$ cat src/rtl/hs_pkg.sv
package hs_pkg;

  typedef enum logic [1:0] {
    HS_IDLE  = 2'd0,
    HS_READY = 2'd1,
    HS_REQ   = 2'd2,
    HS_XFER  = 2'd3
  } hs_state_e;

  localparam logic LINE_MARK = 1'b1;

  localparam int unsigned NUM_LANES = 2;
  localparam int unsigned TX_LANE   = 0;
  localparam int unsigned RX_LANE   = 1;

endpackage

$ cat src/rtl/hs_seq.sv
module hs_seq
  import hs_pkg::*;
#(
  parameter int unsigned CTS_DELAY = 4
) (
  input  logic      clk,
  input  logic      rst_n,
  input  logic      link_up_i,
  input  logic      rts_i,
  output hs_state_e state_o,
  output logic      cts_o
);

  localparam int unsigned CW = (CTS_DELAY > 1) ? $clog2(CTS_DELAY) : 1;
  localparam logic [CW-1:0] LAST = CW'(CTS_DELAY - 1);

  hs_state_e       state_q, state_d;
  logic [CW-1:0]   cnt_q, cnt_d;

  // next-state logic
  always_comb begin
    state_d = state_q;
    cnt_d   = '0;
    if (!link_up_i) begin
      state_d = HS_IDLE;
    end else begin
      case (state_q)
        HS_IDLE:  state_d = HS_READY;
        HS_READY: if (rts_i) state_d = HS_REQ;
        HS_REQ: begin
          if (!rts_i)             state_d = HS_READY;
          else if (cnt_q == LAST) state_d = HS_XFER;
          else                    cnt_d   = cnt_q + CW'(1);
        end
        HS_XFER:  if (!rts_i) state_d = HS_READY;
        default:  state_d = HS_IDLE;
      endcase
    end
  end

  // state registers
  always_ff @(posedge clk or negedge rst_n) begin
    if (!rst_n) begin
      state_q <= HS_IDLE;
      cnt_q   <= '0;
    end else begin
      state_q <= state_d;
      cnt_q   <= cnt_d;
    end
  end

  assign state_o = state_q;
  assign cts_o   = (state_q == HS_XFER);


  cts_after_req_chk: assert property (@(posedge clk) disable iff (!rst_n)
    $rose(cts_o) |-> ($past(state_q) == HS_REQ) && ($past(cnt_q) == LAST));


  cnt_bound_chk: assert property (@(posedge clk) disable iff (!rst_n)
    cnt_q <= LAST);


  no_skip_chk: assert property (@(posedge clk) disable iff (!rst_n)
    (state_q == HS_IDLE) |=> (state_q == HS_IDLE || state_q == HS_READY));


  rts_drop_chk: assert property (@(posedge clk) disable iff (!rst_n)
    (link_up_i && !rts_i && (state_q == HS_REQ || state_q == HS_XFER))
      |=> (state_q == HS_READY));

endmodule

$ cat src/rtl/hs_lane.sv
module hs_lane
  import hs_pkg::*;
(
  input  logic clk,
  input  logic rst_n,
  input  logic gate_i,
  input  logic stb_i,
  input  logic d_i,
  output logic q_o
);

  logic bit_q, bit_d;

  always_comb begin
    bit_d = bit_q;
    if (!gate_i)    bit_d = LINE_MARK;
    else if (stb_i) bit_d = d_i;
  end

  always_ff @(posedge clk or negedge rst_n) begin
    if (!rst_n) bit_q <= LINE_MARK;
    else        bit_q <= bit_d;
  end

  assign q_o = gate_i ? bit_q : LINE_MARK;


  hold_chk: assert property (@(posedge clk) disable iff (!rst_n)
    (gate_i && !stb_i) |=> $stable(bit_q));


  capture_chk: assert property (@(posedge clk) disable iff (!rst_n)
    (gate_i && stb_i) |=> (bit_q == $past(d_i)));

endmodule

$ cat src/rtl/dce_handshake_ctrl.sv
module dce_handshake_ctrl
  import hs_pkg::*;
#(
  parameter int unsigned CTS_DELAY = 4
) (
  input  logic       clk,
  input  logic       rst_n,
  input  logic       term_ready_i,
  input  logic       send_req_i,
  input  logic       local_ready_i,
  input  logic       carrier_i,
  input  logic       ring_i,
  input  logic       busy_i,
  input  logic       tx_clk_en_i,
  input  logic       rx_clk_en_i,
  input  logic       term_data_i,
  input  logic       line_data_i,
  output logic       set_ready_o,
  output logic       carrier_o,
  output logic       clear_send_o,
  output logic       ring_o,
  output logic       busy_o,
  output logic       line_data_o,
  output logic       term_data_o,
  output logic [1:0] hs_state_o
);

  // reset: asserted asynchronously, released on the clock
  logic [1:0] rst_pipe;
  logic       rst_int_n;

  always_ff @(posedge clk or negedge rst_n) begin
    if (!rst_n) rst_pipe <= '0;
    else        rst_pipe <= {rst_pipe[0], 1'b1};
  end
  assign rst_int_n = rst_pipe[1];

  // status pass-through
  assign set_ready_o = local_ready_i;
  assign carrier_o   = carrier_i;
  assign ring_o      = ring_i;
  assign busy_o      = busy_i;

  logic      link_up;
  hs_state_e state;
  logic      cts;

  assign link_up = term_ready_i & local_ready_i & carrier_i;

  hs_seq #(.CTS_DELAY(CTS_DELAY)) u_seq (
    .clk       (clk),
    .rst_n     (rst_int_n),
    .link_up_i (link_up),
    .rts_i     (send_req_i),
    .state_o   (state),
    .cts_o     (cts)
  );

  // gated data lanes
  logic [NUM_LANES-1:0] lane_gate, lane_stb, lane_d, lane_q;

  assign lane_gate[TX_LANE] = cts;
  assign lane_stb[TX_LANE]  = tx_clk_en_i;
  assign lane_d[TX_LANE]    = term_data_i;
  assign lane_gate[RX_LANE] = (state != HS_IDLE);
  assign lane_stb[RX_LANE]  = rx_clk_en_i;
  assign lane_d[RX_LANE]    = line_data_i;

  for (genvar g = 0; g < NUM_LANES; g++) begin : g_lane
    hs_lane u_lane (
      .clk    (clk),
      .rst_n  (rst_int_n),
      .gate_i (lane_gate[g]),
      .stb_i  (lane_stb[g]),
      .d_i    (lane_d[g]),
      .q_o    (lane_q[g])
    );
  end

  assign clear_send_o = cts;
  assign line_data_o  = lane_q[TX_LANE];
  assign term_data_o  = lane_q[RX_LANE];
  assign hs_state_o   = state;


  link_drop_chk: assert property (@(posedge clk) disable iff (!rst_int_n)
    (clear_send_o && !link_up) |=> !clear_send_o);


  tx_idle_chk: assert property (@(posedge clk) disable iff (!rst_int_n)
    (!clear_send_o && !cts) |=> (!clear_send_o || line_data_o == LINE_MARK));

endmodule

$ cat config.mk
export PLATFORM = sky130hd
export DESIGN_NAME = dce_handshake_ctrl
export DESIGN_NICKNAME = d
export VERILOG_FILES = /design/src/rtl/hs_pkg.sv /design/src/rtl/hs_seq.sv /design/src/rtl/hs_lane.sv /design/src/rtl/dce_handshake_ctrl.sv
export SDC_FILE = /design/constraint.sdc
export NUM_CORES = 1
export LEC_CHECK = 0
export BUFFER_PORTS_ARGS = -buffer_cell sky130_fd_sc_hd__buf_4
export CORE_AREA = 3 3 40 42
export DETAILED_ROUTE_END_ITERATION = 8
export DIE_AREA = 0 0 43 45
export PLACE_DENSITY = 0.71
export SYNTH_ARGS = -nofsm -noshare
export SYNTH_HDL_FRONTEND = slang
export SYNTH_SLANG_ARGS = --single-unit
export TNS_END_PERCENT = 20
$ cat constraint.sdc
create_clock -name clk -period 3.1 [get_ports clk]
set_input_delay 0.775 -clock clk [delete_from_list [all_inputs] [get_ports clk]]
set_output_delay 0.775 -clock clk [all_outputs]
set_load 0.01 [all_outputs]
# Yosys cells after proc, flatten, opt, wreduce, memory -nomap -nowiden
# Cells that the tools add are included.
# op_classes
addsub,1
n_eq_ne,9
muxes,16
bitwise_logic,2
n_reduce_logical,3
# op_table
cell,count
$mux 2,9
$pmux 2 s4,1
$eq 2x2->1 const B,3
$mux 1,6
$ne 3x3->1 const B,2
$ne 2x2->1 const B,2
$ne 4x4->1 const B,1
$reduce_and 3->1,1
$add 2x1->2 const B,1
$and 1x1->1,2
$eq 2x1->1 const B,1
$logic_not 2->1,1
$reduce_bool 2->1,1
# word_totals
register_bits,8
input_bits,12
output_inout_bits,9
word_cells,36

# Depth between registers and ports, before layout
# Gate-level depths: netlist of the first run.
# logic_depth
word_depth,5
depth_mapped,5
depth_no_buf,5

# Modules after synthesis
# Synthesis of the first run repeated with hierarchy kept, for this count alone.
# unflattened
hier_cells,43
hier_area_um2,442.9
# modules_own_cells
module,n_inst,cells_each,area_per_inst_um2,seq_area_each_um2
hs_seq,1,26,254.0,100.1
dce_handshake_ctrl,1,9,96.3,50.0
hs_lane,2,4,46.3,26.3

# Worst setup path after synthesis of the first run
# OpenSTA, ideal clock, no wires.
# synth_path
kind,reg2out
startpoint,reg u_seq.state_q[0] (netlist: u_seq.state_o[0])
endpoint,out term_data_o
arrival_time_ps,1043
required_ps,2325
slack_ps,1282
path_stages_with_launch,4
n_path_buf,0
cell_sequence,dfrtp_1 > inv_1 > ha_1 > or2_2
# synth_via
elab_chain_len,2
# synth_lines
element,line,text
start: declaration,hs_seq.sv:17,"hs_state_e state_q, state_d;"
start signal: assignment,hs_seq.sv:47,state_q <= state_d;
$reduce_bool 2->1,dce_handshake_ctrl.sv:65,assign lane_gate[RX_LANE] = (state != HS_IDLE);
$mux 1,hs_lane.sv:25,assign q_o = gate_i ? bit_q : LINE_MARK;
end: declaration,dce_handshake_ctrl.sv:24,"output logic term_data_o,"
# Every way passes these cells.

# Worst setup path in the final report of the first run
# Ends and elaborated chain as after synthesis.

==> results.txt, run 1 <==
DR pass1 iterations - 4
Net count, final - 79
Hold_buf cts - 0
Non-filler instance count after layout - 75
GR Util All Layers - 10.03%
Max-slew violations - 0
Cells after DPL - 71
Max Freq - 452.3 MHz
Root buf cell - clkbuf_4
GPL Wtd Cong - 0.7361
Worst setup EP type - primary output
H-tree depth - 1
Area delta synth->final - 29.11%
CTS Buf Count - 3
Multi-input logic area - 216.5 um2
Storage cell area - 202.7 um2
Largest net degree at the start of global routing - 7
Fill cells - 134
Buffers on Ports - 16
Initial antenna violation count - 0
Yosys cell types - 20
Share of post-route cells with drive strength above 1 - 38.33%
Post-CTS sizing - 0
Routed len/inst - 11.00 um
Post-synth net total - 62
First-pass GRT wire length - 1366 um
Cell Pwr Density - 366.2 nW/um2
Ant diodes - 0
Finish-stage setup viols - 0
Ports - 21
Ys Warns - 0
Total clock sinks - 8
Synth Cell Area - 464.2 um2
Core Footprint - 1285 um2
Hold Vio Cnt, Final - 0
Static leakage - 0.2836 nW
Chip height - 45 um
Worst Hold Class - flop to async pin
Postcts setup bufs - 0
Final Cycle Share - 71.32%
Clock Latency Late Sink - 0.26 ns
Synth Area per Inst - 10.55 um2
DRC viols - 0
Critical path arrival - 1.44 ns
Cells after synthesis - 44
Die area - 1935 um2
Die Wd - 43 um
Startpoint types - flop
Number of max-cap violations - 0
Grt total ovfl - 0
Final worst path period need - 2.211 ns
Worst-path clk slew - 0.06 ns
Clk buf depth - 2
DR vias/cell - 4.573
Vias in the first global route - 340
Crit-path max FO - 6
CP Class - flop to primary output
Routed vias - 343
Rows - 13
Unrepaired setup endpoints after global routing - no
Max Clock Skew - 0.002943 ns
Initial Util - 36.12%
Starting DRT DRC Count - 4
Yosys reg bits - 8
CTS tree - built
VDD IR max - 0.2802 mV
Outcome - finished clean
Sequential share of the synthesized area - 43.67%
Final wirelength - 825 um
Worst EP required - 2.32 ns
Post-route core utilization - 46.64%
Final TNS setup - 0 ns
Antenna viol nets, final - 0
[flip-flops by register name (all words and copies together), names as in the netlist]
signal / flops
u_seq.state_o: 2
u_seq.cnt_q: 2
rst_pipe: 2
g_lane.u_lane.bit_q: 2
[path summary, 6_finish.rpt]
path                                              start                           end  slack [ns]  cells after the start
setup / recovery           u_seq.state_o[0]$_DFFE_PN0P_                   term_data_o        0.89                      4
hold / removal                    rst_pipe[1]$_DFF_PN0_      u_seq.cnt_q[0]$_DFF_PN0_        0.09                      0
setup reg to reg           u_seq.state_o[0]$_DFFE_PN0P_  u_seq.state_o[1]$_DFFE_PN0P_        1.73                      5
hold reg to reg                   rst_pipe[1]$_DFF_PN0_      u_seq.cnt_q[0]$_DFF_PN0_        0.09                      0
max in group asynchronous                         rst_n         rst_pipe[0]$_DFF_PN0_        2.73                      1
min in group clk                  rst_pipe[0]$_DFF_PN0_         rst_pipe[1]$_DFF_PN0_        0.36                      0
[placed cells by master (no fill, tap or decap)]
cell	count
and3_1	1
a31oi_2	1
conb_1	1
a211o_1	1
or2_0	1
clkbuf_1	1
nand2_1	2
or2_2	1
inv_1	4
dfstp_2	2
mux2i_1	3
ha_1	6
nor2_1	2
nor3_1	1
nand2b_1	3
nor2b_1	1
buf_4	16
nand3_1	1
dfrtp_1	6
clkbuf_4	3
nand4_1	2
a21oi_1	1
[metal layers]
layer  vias up  global-route usage (%)  wire length, um
li1        171                       -                -
met1       152                   11.75              336
met2        20                   14.07              352
met3         0                   8.765              136
met4         0                   1.807                0
met5         -                       0                0
[synth_stat cells, drive strengths merged]
master  number  area, um2
ha           6      75.07
dfstp        2      52.55
mux2i        3      30.03
nand2b       3      18.77
or2          2      12.52
conb         1      3.750
nor3         1      5.000
nand2        2      7.510
nand4        2      12.51
inv          4      15.01
nor2b        1      6.260
a21oi        1      5.000
buf          4      30.03
nor2         2      7.510
and3         1      6.260
nand3        1      5.000
a211o        1      8.760
dfrtp        6      150.1
a31oi        1      12.51
[logic make-up after synthesis]
logic type	Yosys count	synth area share, %
and+or+nand+nor	15	17.52
buffers and inverters	8	9.703
DFF	8	43.66
adders and majority gates	6	16.17
AOI/OAI and AO/OA	3	5.659
muxes	3	6.469
other	1	0.8078
[critical path, cell delays in order, from the launching register on]
cell	delay, ns
dfrtp_1	0.45
inv_1	0.09
ha_1	0.21
or2_2	0.29
buf_4	0.14
[final cells by class]
| cell class | instances | share of cell area, % |
|---|---|---|
| timing repair buffer | 16 | 20.04 |
| clock buffer | 4 | 4.384 |
| sequential | 8 | 33.82 |
| tap | 15 | 3.132 |
| multi-input combinational | 28 | 36.12 |
| inverter | 4 | 2.505 |
[where the power goes]
group	internal [mW]	switching [mW]
registers	0.107	0.00262
clock network	0.0494	0.0379
logic	0.0135	0.00917
total	0.170	0.0497
[through the flow]
step / instance area, um2 / hold slack, ns / total power, mW / worst slack [ns]
floorplan: 464.2 / 0.06622 / 0.1229 / 1.282
global placement: 573.1 / 0.09877 / 0.1343 / 1.206
detailed placement: 573.1 / 0.09562 / 0.1341 / 1.161
CTS: 599.3 / 0.1009 / 0.2232 / 0.8754
global route: 599.3 / 0.1114 / 0.2324 / 0.7787
finish: 599.3 / 0.08922 / 0.2195 / 0.8890
Power figures use the tool's default switching activity.
==> inputs of run 2 (changes only) <==
clock period = 2.07 ns   (was 3.1 ns; I/O delays follow)
==> run 2 against run 1 <==
  * Sequential cell count unchanged
  * Setup slack got worse by 0.77 ns
  * Final cell count unchanged
  * Total power increased by 49%
  * Sequential power increased by 49%
  * Register-to-register slack got worse by 1.0 ns
  * Worst hold slack got worse by 0.057 ns
  * Non-clock buffer count unchanged
  * Critical endpoint unchanged
  * Largest cell class unchanged
==> results.txt, run 2 (synthesized netlist as in run 1, its figures left out) <==
Hold_buf cts - 0 (unchanged)
CTS tree - built
Ports - 21 (unchanged)
Initial antenna violation count - 0 (unchanged)
Vias in the first global route - 322 (-5.3%)
Comb pwr share - 10.4% (about the same)
Root buf cell - clkbuf_4
Worst-path clk slew - 0.05 ns (about the same)
VDD IR max - 0.3465 mV (+24%)
Clock Latency Late Sink - 0.25 ns (about the same)
Die Wd - 43 um (unchanged)
Area delta synth->final - 29.11% (unchanged)
GPL Wtd Cong - 0.7808 (+6.1%)
Net count, final - 79 (unchanged)
Met3 routed WL - 122 um (-10%)
Crit-path max FO - 6 (unchanged)
Hold Slack - 0.03261 ns (-0.05661 ns)
R2R setup slack - 0.69 ns (-1.04 ns)
Internal power - 254.2 uW (+50%)
Die area - 1935 um2 (unchanged)
CP Class - flop to primary output
Final Cycle Share - 94.10%
Starting DRT DRC Count - 2 (-2)
Commonest non-fill, non-tap cell in the layout - buf_4
Static leakage - 0.2836 nW (unchanged)
Hold Vio Cnt, Final - 0 (unchanged)
Max-slew violations - 0 (unchanged)
Chip height - 45 um (unchanged)
Top layer in use - met4
Postcts setup bufs - 0 (unchanged)
Unrepaired setup endpoints after global routing - no
Routed vias - 339 (-1.2%)
H-tree depth - 1 (unchanged)
CTS Buf Count - 3 (unchanged)
Worst Hold Class - primary input to async pin
Switch Pwr - 71.86 uW (+45%)
Max Freq - 513.4 MHz
Largest net degree at the start of global routing - 7 (unchanged)
Initial Util - 36.12% (unchanged)
Final worst path period need - 1.948 ns
Antenna viol nets, final - 0 (unchanged)
Wl on met1 - 335 um (-0.30%)
Most frequent cells in the layout - buf_4, ha_1, dfrtp_1
Clock share of power - 39.3% (-0.5 points)
Final TNS setup - 0 ns (unchanged)
Setup WS post-layout - 0.1221 ns (-0.7669 ns)
Cell Pwr Density - 544.0 nW/um2 (+49%)
DRC viols - 0 (unchanged)
DR vias/cell - 4.520 (-1.2%)
First-pass GRT wire length - 1262 um (-7.6%)
Outcome - finished clean
Core Footprint - 1285 um2 (unchanged)
Post-CTS sizing - 0 (unchanged)
Critical path arrival - 1.43 ns (about the same)
Routed len/inst - 10.80 um (-1.8%)
Ant diodes - 0 (unchanged)
Number of max-cap violations - 0 (unchanged)
Pre-CTS setup slack - 0.3921 ns (-0.7688 ns)
Final wirelength - 810 um (-1.8%)
Share of post-route cells with drive strength above 1 - 38.33% (unchanged)
Rows - 13 (unchanged)
Worst setup EP type - primary output
GR Util All Layers - 9.351% (-0.68 points)
Worst EP required - 1.55 ns (-0.77 ns)
Detailed Place HPWL - 654.5 um
DR pass1 iterations - 2 (-2)
Total clock sinks - 8 (unchanged)
Startpoint types - flop
Final Power - 326.1 uW (+49%)
Clk buf depth - 2 (unchanged)
Fill cells - 123 (-8.2%)
Max Clock Skew - 0.001389 ns (-0.001554 ns)
Switching share of power - 22.04% (-0.60 points)
Buffers on Ports - 16 (unchanged)
Grt total ovfl - 0 (unchanged)
Finish-stage setup viols - 0 (unchanged)
Sequential Power Share - 50.3% (+0.4 points)
Met2 WL - 344 um (-2.3%)
-- run 2: cell counts in the layout (fill, tap and decap cells not counted) --
No cell type changed its count.
-- run 2: power groups by stage --
stage / logic [mW] / clock network (mW) / registers [mW]
floorplan: 0.0179 / 0 / 0.166
global placement: 0.0338 / 0 / 0.167
detailed placement: 0.0340 / 0 / 0.167
CTS: 0.0342 / 0.132 / 0.164
global route: 0.0367 / 0.143 / 0.165
finish: 0.0339 / 0.128 / 0.164
-- run 2: final cells by class --
| type | count | area [um2] | area share (%) |
|---|---|---|---|
| sequential | 8 | 202.7 | 33.82 |
| inverter | 4 | 15.01 | 2.505 |
| multi-input combinational | 28 | 216.5 | 36.12 |
| timing repair buffer | 16 | 120.1 | 20.04 |
| clock buffer | 4 | 26.28 | 4.384 |
| tap | 15 | 18.77 | 3.132 |
-- run 2: through the flow --
step,cell area [um2],instances,util [%]
global route,599.3,75,46.64
global placement,573.1,71,44.60
detailed placement,573.1,71,44.60
floorplan,464.2,44,-
CTS,599.3,75,46.64
finish,599.3,75,46.64
-- run 2: final timing paths --
path / from / end / cells after the start
min in group clk: rst_pipe[0]$_DFF_PN0_ / rst_pipe[1]$_DFF_PN0_ / 0
max: u_seq.state_o[0]$_DFFE_PN0P_ / term_data_o / 4
max in group asynchronous: rst_pipe[1]$_DFF_PN0_ / g_lane[0].u_lane.bit_q$_DFFE_PN1P_ / 0
max reg2reg: u_seq.state_o[0]$_DFFE_PN0P_ / u_seq.state_o[0]$_DFFE_PN0P_ / 5
min: rst_n / rst_pipe[1]$_DFF_PN0_ / 1
min reg2reg: rst_pipe[1]$_DFF_PN0_ / u_seq.state_o[1]$_DFFE_PN0P_ / 0
-- run 2: metal layers --
layer	vias up	track usage [%]
li1	173	-
met1	145	10.72
met2	19	14.07
met3	2	7.171
met4	0	1.807
met5	-	0
-- run 2: worst max-delay path, stage by stage, from the launching register on --
cell and delay, ns:
dfrtp_1 0.44, inv_1 0.09, ha_1 0.22, or2_2 0.29, buf_4 0.14
==> inputs of run 3 (changes only) <==
==> constraint.sdc (replaced) <==
create_clock -name clk -period 2.07 [get_ports clk]
set_input_delay 0.1035 -clock clk [delete_from_list [all_inputs] [get_ports clk]]
set_output_delay 0.1035 -clock clk [all_outputs]
set_load 0.01 [all_outputs]
==> run 3 against run 2 <==
  * Register-to-register slack better by 0.04 ns
  * Final cell count up 1.3%
  * Combinational power up 4%
  * Largest cell class unchanged
  * Largest power group unchanged
  * Core utilization up 0.78 points
  * Total power up 0.46%
  * Global-route usage down 0.33 points
  * Die area unchanged
  * Fmax up 27%
  * Setup slack better by 0.42 ns
==> results.txt, run 3 (synthesized netlist as in run 1, its figures left out) <==
Worst EP required - 1.97 ns (+0.42 ns)
Clock Latency Late Sink - 0.25 ns (about the same)
Switch Pwr - 72.19 uW (+0.47%)
CP Class - flop to primary output
Clock share of power - 39.2% (about the same)
Grt total ovfl - 0 (unchanged)
Largest net degree at the start of global routing - 7 (unchanged)
Bufs and invs on worst path - 2 (unchanged)
Most frequent cells in the layout - buf_4, ha_1, dfrtp_1
Worst Hold Class - primary input to flop
Unrepaired setup endpoints after global routing - no
Initial antenna violation count - 0 (unchanged)
Starting DRT DRC Count - 1 (-1)
Startpoint types - flop
Finish-stage setup viols - 0 (unchanged)
Crit-path max FO - 6 (unchanged)
Final Power - 327.5 uW (+0.46%)
Net count, final - 80 (+1.3%)
Die Wd - 43 um (unchanged)
Final wirelength - 764 um (-5.7%)
Ports - 21 (unchanged)
Ant diodes - 0 (unchanged)
CTS tree - built
DR vias/cell - 4.671 (+3.3%)
Crit-path leading delay family - flip-flops
Detailed Place HPWL - 634.6 um (-3.0%)
Setup WS post-layout - 0.5400 ns (+0.4180 ns)
Final worst path period need - 1.530 ns (-0.4180 ns)
Area delta synth->final - 31.27%
Max Clock Skew - 0.003498 ns (+0.002109 ns)
Buffers on Ports - 16 (unchanged)
R2r startpoint - u_seq.state_o[0]$_DFFE_PN0P_
Worst setup EP type - primary output
Initial Util - 36.12% (unchanged)
Internal power - 255.4 uW (+0.46%)
Cell Pwr Density - 537.6 nW/um2 (-1.2%)
DR pass1 iterations - 3 (+1)
Vias in the first global route - 286 (-11%)
Antenna viol nets, final - 0 (unchanged)
Slowest cell on the critical path - dfrtp_1
Outcome - finished clean
Total clock sinks - 8 (unchanged)
Postcts setup bufs - 0 (unchanged)
Commonest non-fill, non-tap cell in the layout - buf_4
Share of post-route cells with drive strength above 1 - 37.70% (-0.63 points)
Post-CTS sizing - 0 (unchanged)
Max-slew violations - 0 (unchanged)
DRC viols - 0 (unchanged)
Max incr delay on CP - 0.43 ns (about the same)
Routed len/inst - 10.05 um (-6.9%)
Pre-CTS setup slack - 0.7176 ns (+0.3255 ns)
Comb pwr share - 10.7% (+0.3 points)
Number of max-cap violations - 0 (unchanged)
CTS Buf Count - 3 (unchanged)
CP startpoint - u_seq.state_o[0]$_DFFE_PN0P_
Sequential Power Share - 50.0% (-0.3 points)
Chip height - 45 um (unchanged)
Critical path arrival - 1.43 ns (about the same)
Root buf cell - clkbuf_4
Routed vias - 355 (+4.7%)
Final TNS setup - 0 ns (unchanged)
GR Util All Layers - 9.022% (-0.33 points)
Final Cycle Share - 73.91% (-20 points)
Worst-path clk slew - 0.06 ns (about the same)
GPL Wtd Cong - 0.7676 (-1.7%)
First-pass GRT wire length - 1200 um (-4.9%)
H-tree depth - 1 (unchanged)
Min-delay src - line_data_i
Core Footprint - 1285 um2 (unchanged)
Hold Vio Cnt, Final - 0 (unchanged)
Static leakage - 0.2877 nW (+1.5%)
Die area - 1935 um2 (unchanged)
Switching share of power - 22.04% (about the same)
Rows - 13 (unchanged)
Max Freq - 653.6 MHz (+27%)
Clk buf depth - 2 (unchanged)
Critical path cell sequence - inv_1, ha_1, or2_2, buf_4
VDD IR max - 0.4884 mV (+41%)
==> run 3: cell types whose count changed in the layout (fill, tap and decap cells not counted), sizes merged <==
cell	previous run	this run
dlygate4sd3	0	1
==> run 3: routing by layer <==
layer	wire length, um	track usage (%)	vias to the layer above	share of wire (%)
met3	137	7.570	0	18
met4	0	3.614	0	0
met5	0	0	-	0
li1	-	-	172	-
met1	313	11.75	164	41
met2	313	10.48	19	41
==> run 3: worst paths after layout <==
check | depth (start not counted) | to | slack [ns]
worst max-delay path | 4 | term_data_o | 0.54
worst min register to register | 0 | u_seq.cnt_q[1]$_DFF_PN0_ | 0.09
worst min-delay path | 2 | g_lane[1].u_lane.bit_q$_DFFE_PN1P_ | 0.07
worst max register to register | 5 | u_seq.state_o[0]$_DFFE_PN0P_ | 0.73
max in group asynchronous | 0 | g_lane[1].u_lane.bit_q$_DFFE_PN1P_ | 1.72
min in group asynchronous | 0 | u_seq.cnt_q[1]$_DFF_PN0_ | 0.09
==> run 3: final cells by class <==
class                      count  area [um2]
clock buffer                   4       26.28
fill                         138       675.6
inverter                       4       15.01
multi-input combinational     28       216.5
sequential                     8       202.7
tap                           15       18.77
timing repair buffer          17       130.1
==> run 3: metrics by stage <==
stage	hold slack (ns)	utilization, %	instances	cell area [um2]
global placement	-0.1135	44.60	71	573.1
detailed placement	-0.1133	44.60	71	573.1
finish	0.07057	47.42	76	609.3
global route	0.07031	47.42	76	609.3
CTS	0.06785	47.42	76	609.3
floorplan	-0.1921	-	44	464.2
==> run 3: timing repair <==
| action | in CTS | in global routing |
|---|---|---|
| endpoints found under the hold margin | 2 | 0 |
| setup endpoints to repair | 0 | 0 |
| hold buffers | 1 | 0 |
==> run 3: worst reg2reg max path, cell delays in order, from the launching register on <==
cell and delay, ns:
dfrtp_1 0.43, inv_1 0.10, ha_1 0.19, nand2b_1 0.08, a31oi_2 0.25, mux2i_1 0.21
==> run 3: power groups by stage <==
stage / sequential, mW / clock, mW / combinational [mW]
5_1_grt: 0.165 / 0.141 / 0.0391
3_5_place_dp: 0.167 / 0 / 0.0339
4_1_cts: 0.164 / 0.133 / 0.0355
2_1_floorplan: 0.166 / 0 / 0.0179
6_report: 0.164 / 0.129 / 0.0351
3_3_place_gp: 0.167 / 0 / 0.0339
